[config.mk]
export PLATFORM = sky130hd
export DESIGN_NAME = busy_host_if
export DESIGN_NICKNAME = d
export VERILOG_FILES = /design/src/rtl/busy_host_if_pkg.sv /design/src/rtl/busy_host_if_sync.sv /design/src/rtl/busy_host_if_phase.sv /design/src/rtl/busy_host_if_chain.sv /design/src/rtl/busy_host_if.sv
export SDC_FILE = /design/constraint.sdc
export NUM_CORES = 1
export LEC_CHECK = 0
export ABC_AREA = 0
export CAP_MARGIN = 10
export CORE_MARGIN = 2
export CORE_UTILIZATION = 30
export DETAILED_ROUTE_END_ITERATION = 10
export PLACE_DENSITY_LB_ADDON = 0.12
export SLEW_MARGIN = 20
export SYNTH_ARGS = -nofsm -noshare
export SYNTH_HDL_FRONTEND = slang
export SYNTH_SLANG_ARGS = --single-unit
[constraint.sdc]
create_clock -name clk -period 1.5 [get_ports clk]
set_input_delay 0.3 -clock clk [delete_from_list [all_inputs] [get_ports clk]]
set_output_delay 0.3 -clock clk [all_outputs]
set_load 0.02 [all_outputs]
[src/rtl/busy_host_if_pkg.sv]
package busy_host_if_pkg;
   typedef enum logic [2:0] {
      PH_IDLE  = 3'd0,
      PH_RSTHI = 3'd1,
      PH_BUSY  = 3'd2,
      PH_DONE  = 3'd3,
      PH_FORCE = 3'd4
   } phase_t;
endpackage

[src/rtl/busy_host_if_sync.sv]
module busy_host_if_sync #(
   parameter int          WIDTH   = 1,
   parameter int          STAGES  = 2,
   parameter logic [WIDTH-1:0] RST_VAL = '0
) (
   input  logic             clk,
   input  logic             rst_n,
   input  logic [WIDTH-1:0] d_in,
   output logic [WIDTH-1:0] d_out
);
   generate
      if (STAGES < 2) begin : g_bad
         $error("busy_host_if_sync: STAGES must be at least 2");
      end
   endgenerate

   logic [WIDTH-1:0] chain_q [STAGES];

   always_ff @(posedge clk or negedge rst_n) begin
      if (!rst_n) chain_q[0] <= RST_VAL;
      else        chain_q[0] <= d_in;
   end

   generate
      for (genvar s = 1; s < STAGES; s++) begin : g_stage
         always_ff @(posedge clk or negedge rst_n) begin
            if (!rst_n) chain_q[s] <= RST_VAL;
            else        chain_q[s] <= chain_q[s-1];
         end
      end
   endgenerate

   assign d_out = chain_q[STAGES-1];
endmodule

[src/rtl/busy_host_if_phase.sv]
module busy_host_if_phase
   import busy_host_if_pkg::*;
#(
   parameter int HI_CYC  = 8,
   parameter int SMP_CYC = 4
) (
   input  logic   clk,
   input  logic   rst_n,
   input  logic   en_s,
   input  logic   dclk_s,
   input  logic   rreq_s,
   input  logic   slot_done,
   input  logic   slot_result,
   output phase_t phase,
   output logic   start_q,
   output logic   is_reset_q,
   output logic   bit_val_q,
   output logic   smp_strobe
);
   localparam int CW = $clog2(HI_CYC + 1);

   generate
      if (HI_CYC < 2 || SMP_CYC < 1 || SMP_CYC >= HI_CYC) begin : g_bad
         $error("busy_host_if_phase: need 1 <= SMP_CYC < HI_CYC, HI_CYC >= 2");
      end
   endgenerate

   phase_t         ph_q;
   logic [CW-1:0]  cnt_q;
   logic           en_d_q;
   logic           res_q;
   logic           en_fall;

   assign en_fall    = en_d_q & ~en_s;
   assign phase      = ph_q;
   assign smp_strobe = (ph_q == PH_RSTHI) && (cnt_q == CW'(SMP_CYC));

   always_ff @(posedge clk or negedge rst_n) begin
      if (!rst_n) begin
         ph_q       <= PH_IDLE;
         cnt_q      <= '0;
         en_d_q     <= 1'b1;
         res_q      <= 1'b1;
         start_q    <= 1'b0;
         is_reset_q <= 1'b0;
         bit_val_q  <= 1'b1;
      end else begin
         en_d_q  <= en_s;
         start_q <= 1'b0;
         case (ph_q)
            PH_IDLE: begin
               if (en_fall) begin
                  start_q    <= 1'b1;
                  is_reset_q <= rreq_s;
                  bit_val_q  <= dclk_s;
                  cnt_q      <= '0;
                  ph_q       <= rreq_s ? PH_RSTHI : PH_BUSY;
               end
            end
            PH_RSTHI: begin
               cnt_q <= cnt_q + 1'b1;
               if (slot_done) begin
                  res_q <= slot_result;
                  ph_q  <= PH_DONE;
               end else if (cnt_q == CW'(HI_CYC - 1)) begin
                  ph_q <= PH_BUSY;
               end
            end
            PH_BUSY: begin
               if (slot_done) begin
                  res_q <= slot_result;
                  ph_q  <= PH_DONE;
               end
            end
            PH_DONE: begin
               if (en_s)                  ph_q <= PH_IDLE;
               else if (!dclk_s && !res_q) ph_q <= PH_FORCE;
            end
            PH_FORCE: begin
               if (en_s) ph_q <= PH_IDLE;
            end
            default: ph_q <= PH_IDLE;
         endcase
      end
   end

   AST_START_FROM_IDLE: assert property (@(posedge clk) disable iff (!rst_n)
      start_q |-> $past(ph_q) == PH_IDLE);
   AST_HI_WINDOW: assert property (@(posedge clk) disable iff (!rst_n)
      (ph_q == PH_RSTHI) |-> cnt_q < CW'(HI_CYC));
   AST_BUSY_HOLD: assert property (@(posedge clk) disable iff (!rst_n)
      (ph_q == PH_BUSY && !slot_done) |=> ph_q == PH_BUSY);
   AST_FORCE_HOLD: assert property (@(posedge clk) disable iff (!rst_n)
      (ph_q == PH_FORCE && !en_s) |=> ph_q == PH_FORCE);
endmodule

[src/rtl/busy_host_if_chain.sv]
module busy_host_if_chain (
   input  logic clk,
   input  logic rst_n,
   input  logic smp_strobe,
   input  logic ds1_s,
   input  logic ds2_s,
   output logic last_q
);
   always_ff @(posedge clk or negedge rst_n) begin
      if (!rst_n)          last_q <= 1'b0;
      else if (smp_strobe) last_q <= !(!ds1_s && ds2_s);
   end

   AST_LAST_STABLE: assert property (@(posedge clk) disable iff (!rst_n)
      !smp_strobe |=> $stable(last_q));
endmodule

[src/rtl/busy_host_if.sv]
module busy_host_if
   import busy_host_if_pkg::*;
#(
   parameter int CYC_PER_US  = 4,
   parameter int RST_HI_US   = 2,
   parameter int SYNC_STAGES = 2
) (
   input  logic clk,
   input  logic rst_n,
   input  logic en_in_n,
   input  logic dclk_in,
   input  logic rreq_in,
   input  logic ds_i1,
   input  logic ds_i2,
   input  logic slot_done,
   input  logic slot_result,
   output logic slot_start,
   output logic slot_is_reset,
   output logic slot_bit_val,
   output logic st_o1,
   output logic st_o2,
   output logic en_out_n
);
   localparam int HI_CYC  = RST_HI_US * CYC_PER_US;
   localparam int SMP_CYC = CYC_PER_US;

   generate
      if (CYC_PER_US < 1 || RST_HI_US < 2) begin : g_bad
         $error("busy_host_if: CYC_PER_US >= 1 and RST_HI_US >= 2 required");
      end
   endgenerate

   logic [4:0] raw_in, syn;
   logic       en_s, dclk_s, rreq_s, ds1_s, ds2_s;
   phase_t     phase;
   logic       smp_strobe, last_q;
   logic [1:0] pass_v, st_v;

   assign raw_in = {en_in_n, dclk_in, rreq_in, ds_i1, ds_i2};

   busy_host_if_sync #(.WIDTH(5), .STAGES(SYNC_STAGES), .RST_VAL(5'b11011)) u_sync (
      .clk(clk), .rst_n(rst_n), .d_in(raw_in), .d_out(syn));

   assign {en_s, dclk_s, rreq_s, ds1_s, ds2_s} = syn;

   busy_host_if_phase #(.HI_CYC(HI_CYC), .SMP_CYC(SMP_CYC)) u_phase (
      .clk(clk), .rst_n(rst_n), .en_s(en_s), .dclk_s(dclk_s), .rreq_s(rreq_s),
      .slot_done(slot_done), .slot_result(slot_result), .phase(phase),
      .start_q(slot_start), .is_reset_q(slot_is_reset), .bit_val_q(slot_bit_val),
      .smp_strobe(smp_strobe));

   busy_host_if_chain u_chain (
      .clk(clk), .rst_n(rst_n), .smp_strobe(smp_strobe),
      .ds1_s(ds1_s), .ds2_s(ds2_s), .last_q(last_q));

   assign pass_v = (last_q && !en_s) ? 2'b11 : {ds1_s, ds2_s};

   always_comb begin
      if (en_s) begin
         st_v = {ds1_s, ds2_s};
      end else begin
         case (phase)
            PH_RSTHI: st_v = 2'b01;
            PH_BUSY:  st_v = 2'b00;
            PH_FORCE: st_v = 2'b00;
            default:  st_v = pass_v;
         endcase
      end
   end

   assign {st_o1, st_o2} = st_v;
   assign en_out_n       = last_q | en_s;

   AST_EN_PASS: assert property (@(posedge clk) disable iff (!rst_n)
      en_s |-> (st_o1 == ds1_s && st_o2 == ds2_s));
endmodule

==> flow_metrics.py, run 1 <==
metrics = {
    "drt": {
        "ant_nets": 0,
        "drtPass1Iterations": 4,
        "totalWireLength_mm": 2.05,
        "wire_per_inst_um": 12.3,
        "drt_iter0_drc": 17,
        "avgViaCountPerCell": 4.66,
        "vias": 773,
        "drc": 0,
    },
    "yosys": {
        "synthTopCellsByArea": "dfrtp_1, dfstp_2, mux2_2",
        "synth_fa_ha_area_share_pct": 2.42,
        "ys_ff_latch": 23,
        "ys_warn_count": 0,
        "synthMuxAreaShare_pct": 4.23,
        "synth-compound-area-share_pct": 10.0,
        "synth_top_family_by_area": "simple AND/OR/NAND/NOR gates",
        "synth_xor_area_share_pct": 0.845,
        "synth_edf_count": 0,
        "yosys.area_share.simple_pct": 19.6,
        "yosysSeqAreaShare_pct": 56.9,
        "ys_types": 33,
        "syn_avg_cell_area_um2": 11.9,
        "synth_area_leader_cell": "dfrtp_1",
        "synthCells": 87,
        "synth_ff_type": "dfrtp_1",
        "async_reset_ff_share_pct": 100,
        "synth_nets": 98,
        "netlist_area_um2": 1040,
        "synth_top_area_share_pct": 29.0,
    },
    "die": {
        "fp.dieW_um": 62.8,
        "ios": 15,
        "rows": 21,
        "dieArea_um2": 3940,
        "start_util_pct": 31.0,
        "fp.dieH_um": 62.8,
        "core_um2": 3340,
    },
    "clock_tree": {
        "cts-buffers-inserted": 3,
        "clkLatencyLatePin_ns": 0.31,
        "htree_levels": 1,
        "root_buffer": "clkbuf_4",
        "path_clk_slew_ns": 0.13,
        "cts_hold_buf": 0,
        "clk_path_buf_depth": 2,
        "cts_tree": "built",
        "clock-sinks": 23,
    },
    "job": {
        "maxCapViolCount": 0,
    },
    "global_routing": {
        "grt_pass1_wl_mm": 3.43,
        "antenna_found_initial": 0,
        "grt.overflow.total": 0,
        "grt_max_degree": 24,
        "grt_pass1_vias": 751,
        "track_usage_pct": 11.3,
    },
    "run_status": {
        "status": "finished with violations",
        "violations": "negative setup slack",
    },
    "critical_path": {
        "critPathArrivalTime_ns": 1.38,
        "critical_path_class": "reg2out",
        "path_max_fanout": 5,
        "endpoint_kind": "primary output",
        "required_ns": 1.20,
        "start_kind": "register",
    },
    "timing": {
        "finalCriticalPeriod_ns": 1.68,
        "hold_viol": 0,
        "fmax_mhz": 595,
        "tightest_slew_ns": 0.306,
        "skew_ns": 0.00276,
        "drv_slew": 0,
        "relSlewSlack_pct": 79.4,
        "layout_setup_ws_ns": -0.182,
        "finalSetupViolations": 6,
        "rsz0062_at_grt": "true",
        "period_share_pct": 112,
        "finalSetupTns_ns": -0.648,
    },
    "power_and_ir_drop": {
        "pwr-share-clk_pct": 11.9,
        "leakage_nw": 0.652,
        "netSwitchingFraction_pct": 36.0,
        "intPower_mw": 1.53,
        "power_frac_seq_pct": 40.5,
        "ir_drop_v": 0.000629,
        "p_sw_mw": 0.860,
        "power.density_nw_per_um2": 1650,
        "comb_power_share_pct": 47.5,
    },
    "finish": {
        "fillers": 331,
        "final_cell_mix": "buf_4, dfstp_2, dfrtp_1, clkdlybuf4s50_1",
        "multi_input_area_um2": 455,
        "nNetsFinal": 132,
        "drive_gt1_share_pct": 47.5,
        "seqCellArea_um2": 593,
        "syn_to_final_growth_pct": 39.9,
        "n_antenna_cell": 0,
        "mostFrequentLayoutCell": "buf_4",
    },
    "placed_design": {
        "hpwl_mm": 1.47,
        "dp_worst_setup_slack_ns": -0.316,
        "port_buffers": 14,
        "gp_congestion": 0.763,
    },
    "worst_hold_path": {
        "hold_class": "in2async",
    },
}
[registers in the layout, summed over array words and instances, names as in the netlist, 3 cells and up]
register        flops
u_sync.chain_q      5
u_phase.cnt_q       4
u_sync.d_out        5
u_phase.phase       3
[stage by stage]
step / util, % / cells / instance area, µm² / total power [mW] / hold slack [ns]
final: 43.4 / 166 / 1450 / 2.39 / 0.329
after global routing: 43.4 / 166 / 1450 / 2.57 / 0.356
after CTS: 41.2 / 165 / 1380 / 2.23 / 0.333
after detailed placement: 39.4 / 159 / 1320 / 1.92 / 0.336
after global placement: 39.4 / 159 / 1320 / 1.91 / 0.340
after floorplan: - / 87 / 1040 / 1.53 / 0.00441
[worst paths after layout]
path | start | endpoint | slack [ns] | cells after the start
min | rst_n | u_phase.is_reset_q$_DFFE_PN0P_ | 0.33 | 2
max in group asynchronous | rst_n | u_sync.chain_q[5]$_DFF_PN1_ | 0.89 | 2
max reg2reg | u_phase.phase[1]$_DFFE_PN0P_ | u_phase.phase[0]$_DFFE_PN0P_ | -0.10 | 5
min in group clk | u_sync.chain_q[7]$_DFF_PN0_ | u_sync.d_out[2]$_DFF_PN0_ | 0.36 | 0
max | u_sync.d_out[4]$_DFF_PN1_ | st_o2 | -0.18 | 4
min reg2reg | u_sync.chain_q[7]$_DFF_PN0_ | u_sync.d_out[2]$_DFF_PN0_ | 0.36 | 0
[metal layers]
layer  part of all wire, %  wire length (µm)  GRT usage, %  up-vias
met5                     0                 0             0        -
met4                   1.5                31          5.00        0
met3                   3.9                80          2.34        4
met2                    51              1050          19.1       16
met1                    43               888          13.9      377
li1                      -                 -             -      376
[cells in the mapped netlist (2+ instances only)]
master and instances:
o211a_1 2, nand2b_1 3, a211o_1 2, mux2_2 3
buf_6 2, inv_1 7, nor3_1 2, nor4_1 3
dfrtp_1 12, a31oi_1 2, a21oi_1 3, nor2_1 2
nor3_2 2, o21ai_0 3, nand2_1 3, dfstp_2 11
ha_1 2, nor3b_1 4, or4_1 2, nand3_1 4
[kinds of logic after synthesis]
group | count (synthesis)
adder cells (fa/ha/maj) | 2
multiplexers | 4
XOR/XNOR | 1
AND/OR/NAND/NOR | 31
flip-flops | 23
AO/OA/AOI/OAI | 15
buffers and inverters | 11
[worst max-delay path, cell delays in order, from the launching register on]
cell     delay [ns]
dfstp_2        0.61
nor3b_1        0.07
o21ai_1        0.12
o211a_1        0.17
buf_6          0.11
[cell type report]
cell class / instances / share of cell area, %
clock buffers: 3 / 1.55
clock inverters: 1 / 0.345
inverters: 8 / 2.25
multi-input cells: 53 / 31.4
flip-flops and latches: 23 / 40.9
well taps: 46 / 3.97
repair buffers: 32 / 19.5
[timing repair]
action                     CTS  global route
gates cloned                 0             0
setup buffers                2             1
pin swaps                    1             3
setup endpoints to repair   11            11
gates resized for setup     31            15
[power by group through the flow]
stage / registers [mW] / clock network [mW] / logic (mW)
finish: 0.969 / 0.285 / 1.14
global route: 1.00 / 0.334 / 1.23
CTS: 0.963 / 0.309 / 0.956
detailed placement: 0.961 / 0 / 0.959
global placement: 0.957 / 0 / 0.956
floorplan: 0.929 / 0 / 0.604
Note: power is estimated with default switching activity, not from simulation.
==> run 2, diff against run 1 <==
SYNTH_HIERARCHICAL = 1   (was not set)
==> run 2 against run 1 <==
- the run still ends with negative setup slack left
- synthesized cell count grew 3.4%
- synthesized area grew 4.8%
- routed wire length grew 1.4%
- via count shrank 6.9%
- setup slack gained 0.043 ns
- first-iteration DRC count grew 100%
- clock skew shrank 0.00055 ns
- count of clock-buffer cells in the layout grew 1
- non-clock buffer count shrank 6
- largest cell class unchanged
==> flow_metrics.py, run 2 <==
metrics = {
    "drt": {
        "drc": 0,
        "avgViaCountPerCell": 4.53,
        "vias": 720,
        "wire_per_inst_um": 13.1,
        "ant_nets": 0,
        "totalWireLength_mm": 2.08,
        "drtPass1Iterations": 4,
        "drt_iter0_drc": 34,
    },
    "placed_design": {
        "dpl_cell_area_um2": 1300,
        "hpwl_mm": 1.49,
        "port_buffers": 14,
        "gp_congestion": 0.702,
        "placedCellCount": 152,
        "dp_worst_setup_slack_ns": -0.251,
    },
    "yosys": {
        "synth_area_leader_cell": "dfrtp_1",
        "synth_fa_ha_area_share_pct": 2.30,
        "synth_top_family_by_area": "simple AND/OR/NAND/NOR gates",
        "syn_avg_cell_area_um2": 12.1,
        "yosys.area_share.simple_pct": 17.6,
        "synth_xor_area_share_pct": 3.23,
        "netlist_area_um2": 1090,
        "synth_nets": 101,
        "ys_types": 37,
        "synthTopCellsByArea": "dfrtp_1, dfstp_2, buf_4",
        "synth.most_common_cell": "dfrtp_1",
        "async_reset_ff_share_pct": 100,
        "synth_top_area_share_pct": 27.6,
        "ys_top_cells_by_count": "dfrtp_1, dfstp_2, a21oi_1, inv_1, nor3_1",
        "synth-compound-area-share_pct": 10.8,
        "yosysSeqAreaShare_pct": 54.3,
        "ys_ff_latch": 23,
        "synth_edf_count": 0,
        "synthCells": 90,
        "synthMuxAreaShare_pct": 4.15,
        "synth_ff_type": "dfrtp_1",
        "ys_warn_count": 6,
    },
    "job": {
        "maxCapViolCount": 0,
    },
    "timing": {
        "period_share_pct": 109,
        "relSlewSlack_pct": 82.2,
        "rsz0062_at_grt": "true",
        "layout_setup_ws_ns": -0.139,
        "finalSetupTns_ns": -0.276,
        "skew_ns": 0.00221,
        "finalSetupViolations": 2,
        "tightest_slew_ns": 0.263,
        "finalCriticalPeriod_ns": 1.64,
        "timing.hold.ws_ns": 0.325,
        "drv_slew": 0,
        "hold_viol": 0,
        "fmax_mhz": 610,
    },
    "worst_hold_path": {
        "hold_class": "in2async",
    },
    "global_routing": {
        "antenna_found_initial": 0,
        "grt.overflow.total": 0,
        "grt_pass1_wl_mm": 3.72,
        "track_usage_pct": 11.5,
        "grt_pass1_vias": 803,
        "grt_max_degree": 24,
    },
    "critical_path": {
        "crit_path_cell_trace": "inv_2 > a21oi_2 > nor3_2 > buf_4",
        "path_delay_family": "flip-flops",
        "critical_path_class": "reg2out",
        "path_max_fanout": 6,
        "worst_path_max_delay_cell": "dfstp_2",
        "required_ns": 1.20,
        "start_kind": "register",
        "slowest_delay_ns": 0.63,
        "critPathArrivalTime_ns": 1.34,
        "critPathBufInv": 2,
        "endpoint_kind": "primary output",
    },
    "finish": {
        "drive_gt1_share_pct": 48.7,
        "final_cell_mix": "buf_4, dfstp_2, dfrtp_1, clkdlybuf4s50_1",
        "syn_to_final_growth_pct": 30.6,
        "n_antenna_cell": 0,
        "post-route-cell-area_um2": 1420,
        "mostFrequentLayoutCell": "buf_4",
        "fin_util_pct": 41.5,
        "final_cells": 159,
        "nNetsFinal": 125,
    },
    "die": {
        "core_um2": 3420,
        "fp.dieW_um": 64.2,
        "start_util_pct": 31.8,
        "dieArea_um2": 4120,
        "ios": 15,
        "rows": 21,
        "fp.dieH_um": 64.2,
    },
    "clock_tree": {
        "clkLatencyLatePin_ns": 0.30,
        "clock-sinks": 23,
        "cts-buffers-inserted": 3,
        "cts_tree": "built",
        "htree_levels": 1,
        "clk_path_buf_depth": 2,
        "root_buffer": "clkbuf_4",
        "path_clk_slew_ns": 0.13,
    },
    "power_and_ir_drop": {
        "ir_drop_v": 0.000692,
        "power.density_nw_per_um2": 1790,
        "p_total_mw": 2.54,
        "leakage_nw": 0.602,
    },
    "run_status": {
        "violations": "negative setup slack",
        "status": "finished with violations",
    },
}
-- run 2: metal layers --
layer | GRT usage (%) | part of all wire (%)
met1 | 14.8 | 47
met2 | 18.9 | 48
met3 | 2.11 | 3.1
met4 | 5.05 | 1.4
met5 | 0 | 0
-- run 2: area by class of cell --
class | count | area, µm²
Inverter | 6 | 22.5
Timing Repair Buffer | 26 | 223
Fill cell | 346 | 2000
Multi-Input combinational cell | 54 | 497
Tap cell | 46 | 57.6
Clock buffer | 4 | 26.3
Sequential cell | 23 | 593
-- run 2: cell families after synthesis --
| kind of cell | after synthesis |
|---|---|
| AND/OR/NAND/NOR | 28 |
| flip-flops | 23 |
| AO/OA/AOI/OAI | 16 |
| buffers and inverters | 13 |
| XOR/XNOR | 4 |
| multiplexers | 4 |
| adder cells (fa/ha/maj) | 2 |
-- run 2: path summary, 6_finish.rpt --
path,startpoint,to,slack [ns],depth (start not counted)
max,u_sync/d_out[4]$_DFF_PN1_,st_o1,-0.14,4
min,rst_n,u_sync/chain_q[7]$_DFF_PN0_,0.32,2
max reg2reg,u_phase/phase[2]$_DFFE_PN0P_,u_phase/cnt_q[2]$_DFFE_PN0P_,0.02,4
min reg2reg,u_sync/chain_q[7]$_DFF_PN0_,u_sync/d_out[2]$_DFF_PN0_,0.37,0
max in group asynchronous,rst_n,u_sync/d_out[4]$_DFF_PN1_,0.90,2
min in group clk,u_sync/chain_q[7]$_DFF_PN0_,u_sync/d_out[2]$_DFF_PN0_,0.37,0
-- run 2: where the power goes --
group / leakage [nW] / internal, mW / switching [mW]
Combinational: 0.324 / 0.683 / 0.577
Sequential: 0.262 / 0.814 / 0.172
Clock: 0.0150 / 0.104 / 0.186
-- run 2: timing repair --
action,4_1_cts,5_1_grt
pin swaps,1,6
buffers inserted,2,2
gates resized for setup,26,14
hold buffers,0,0
endpoints found under the setup margin,7,9
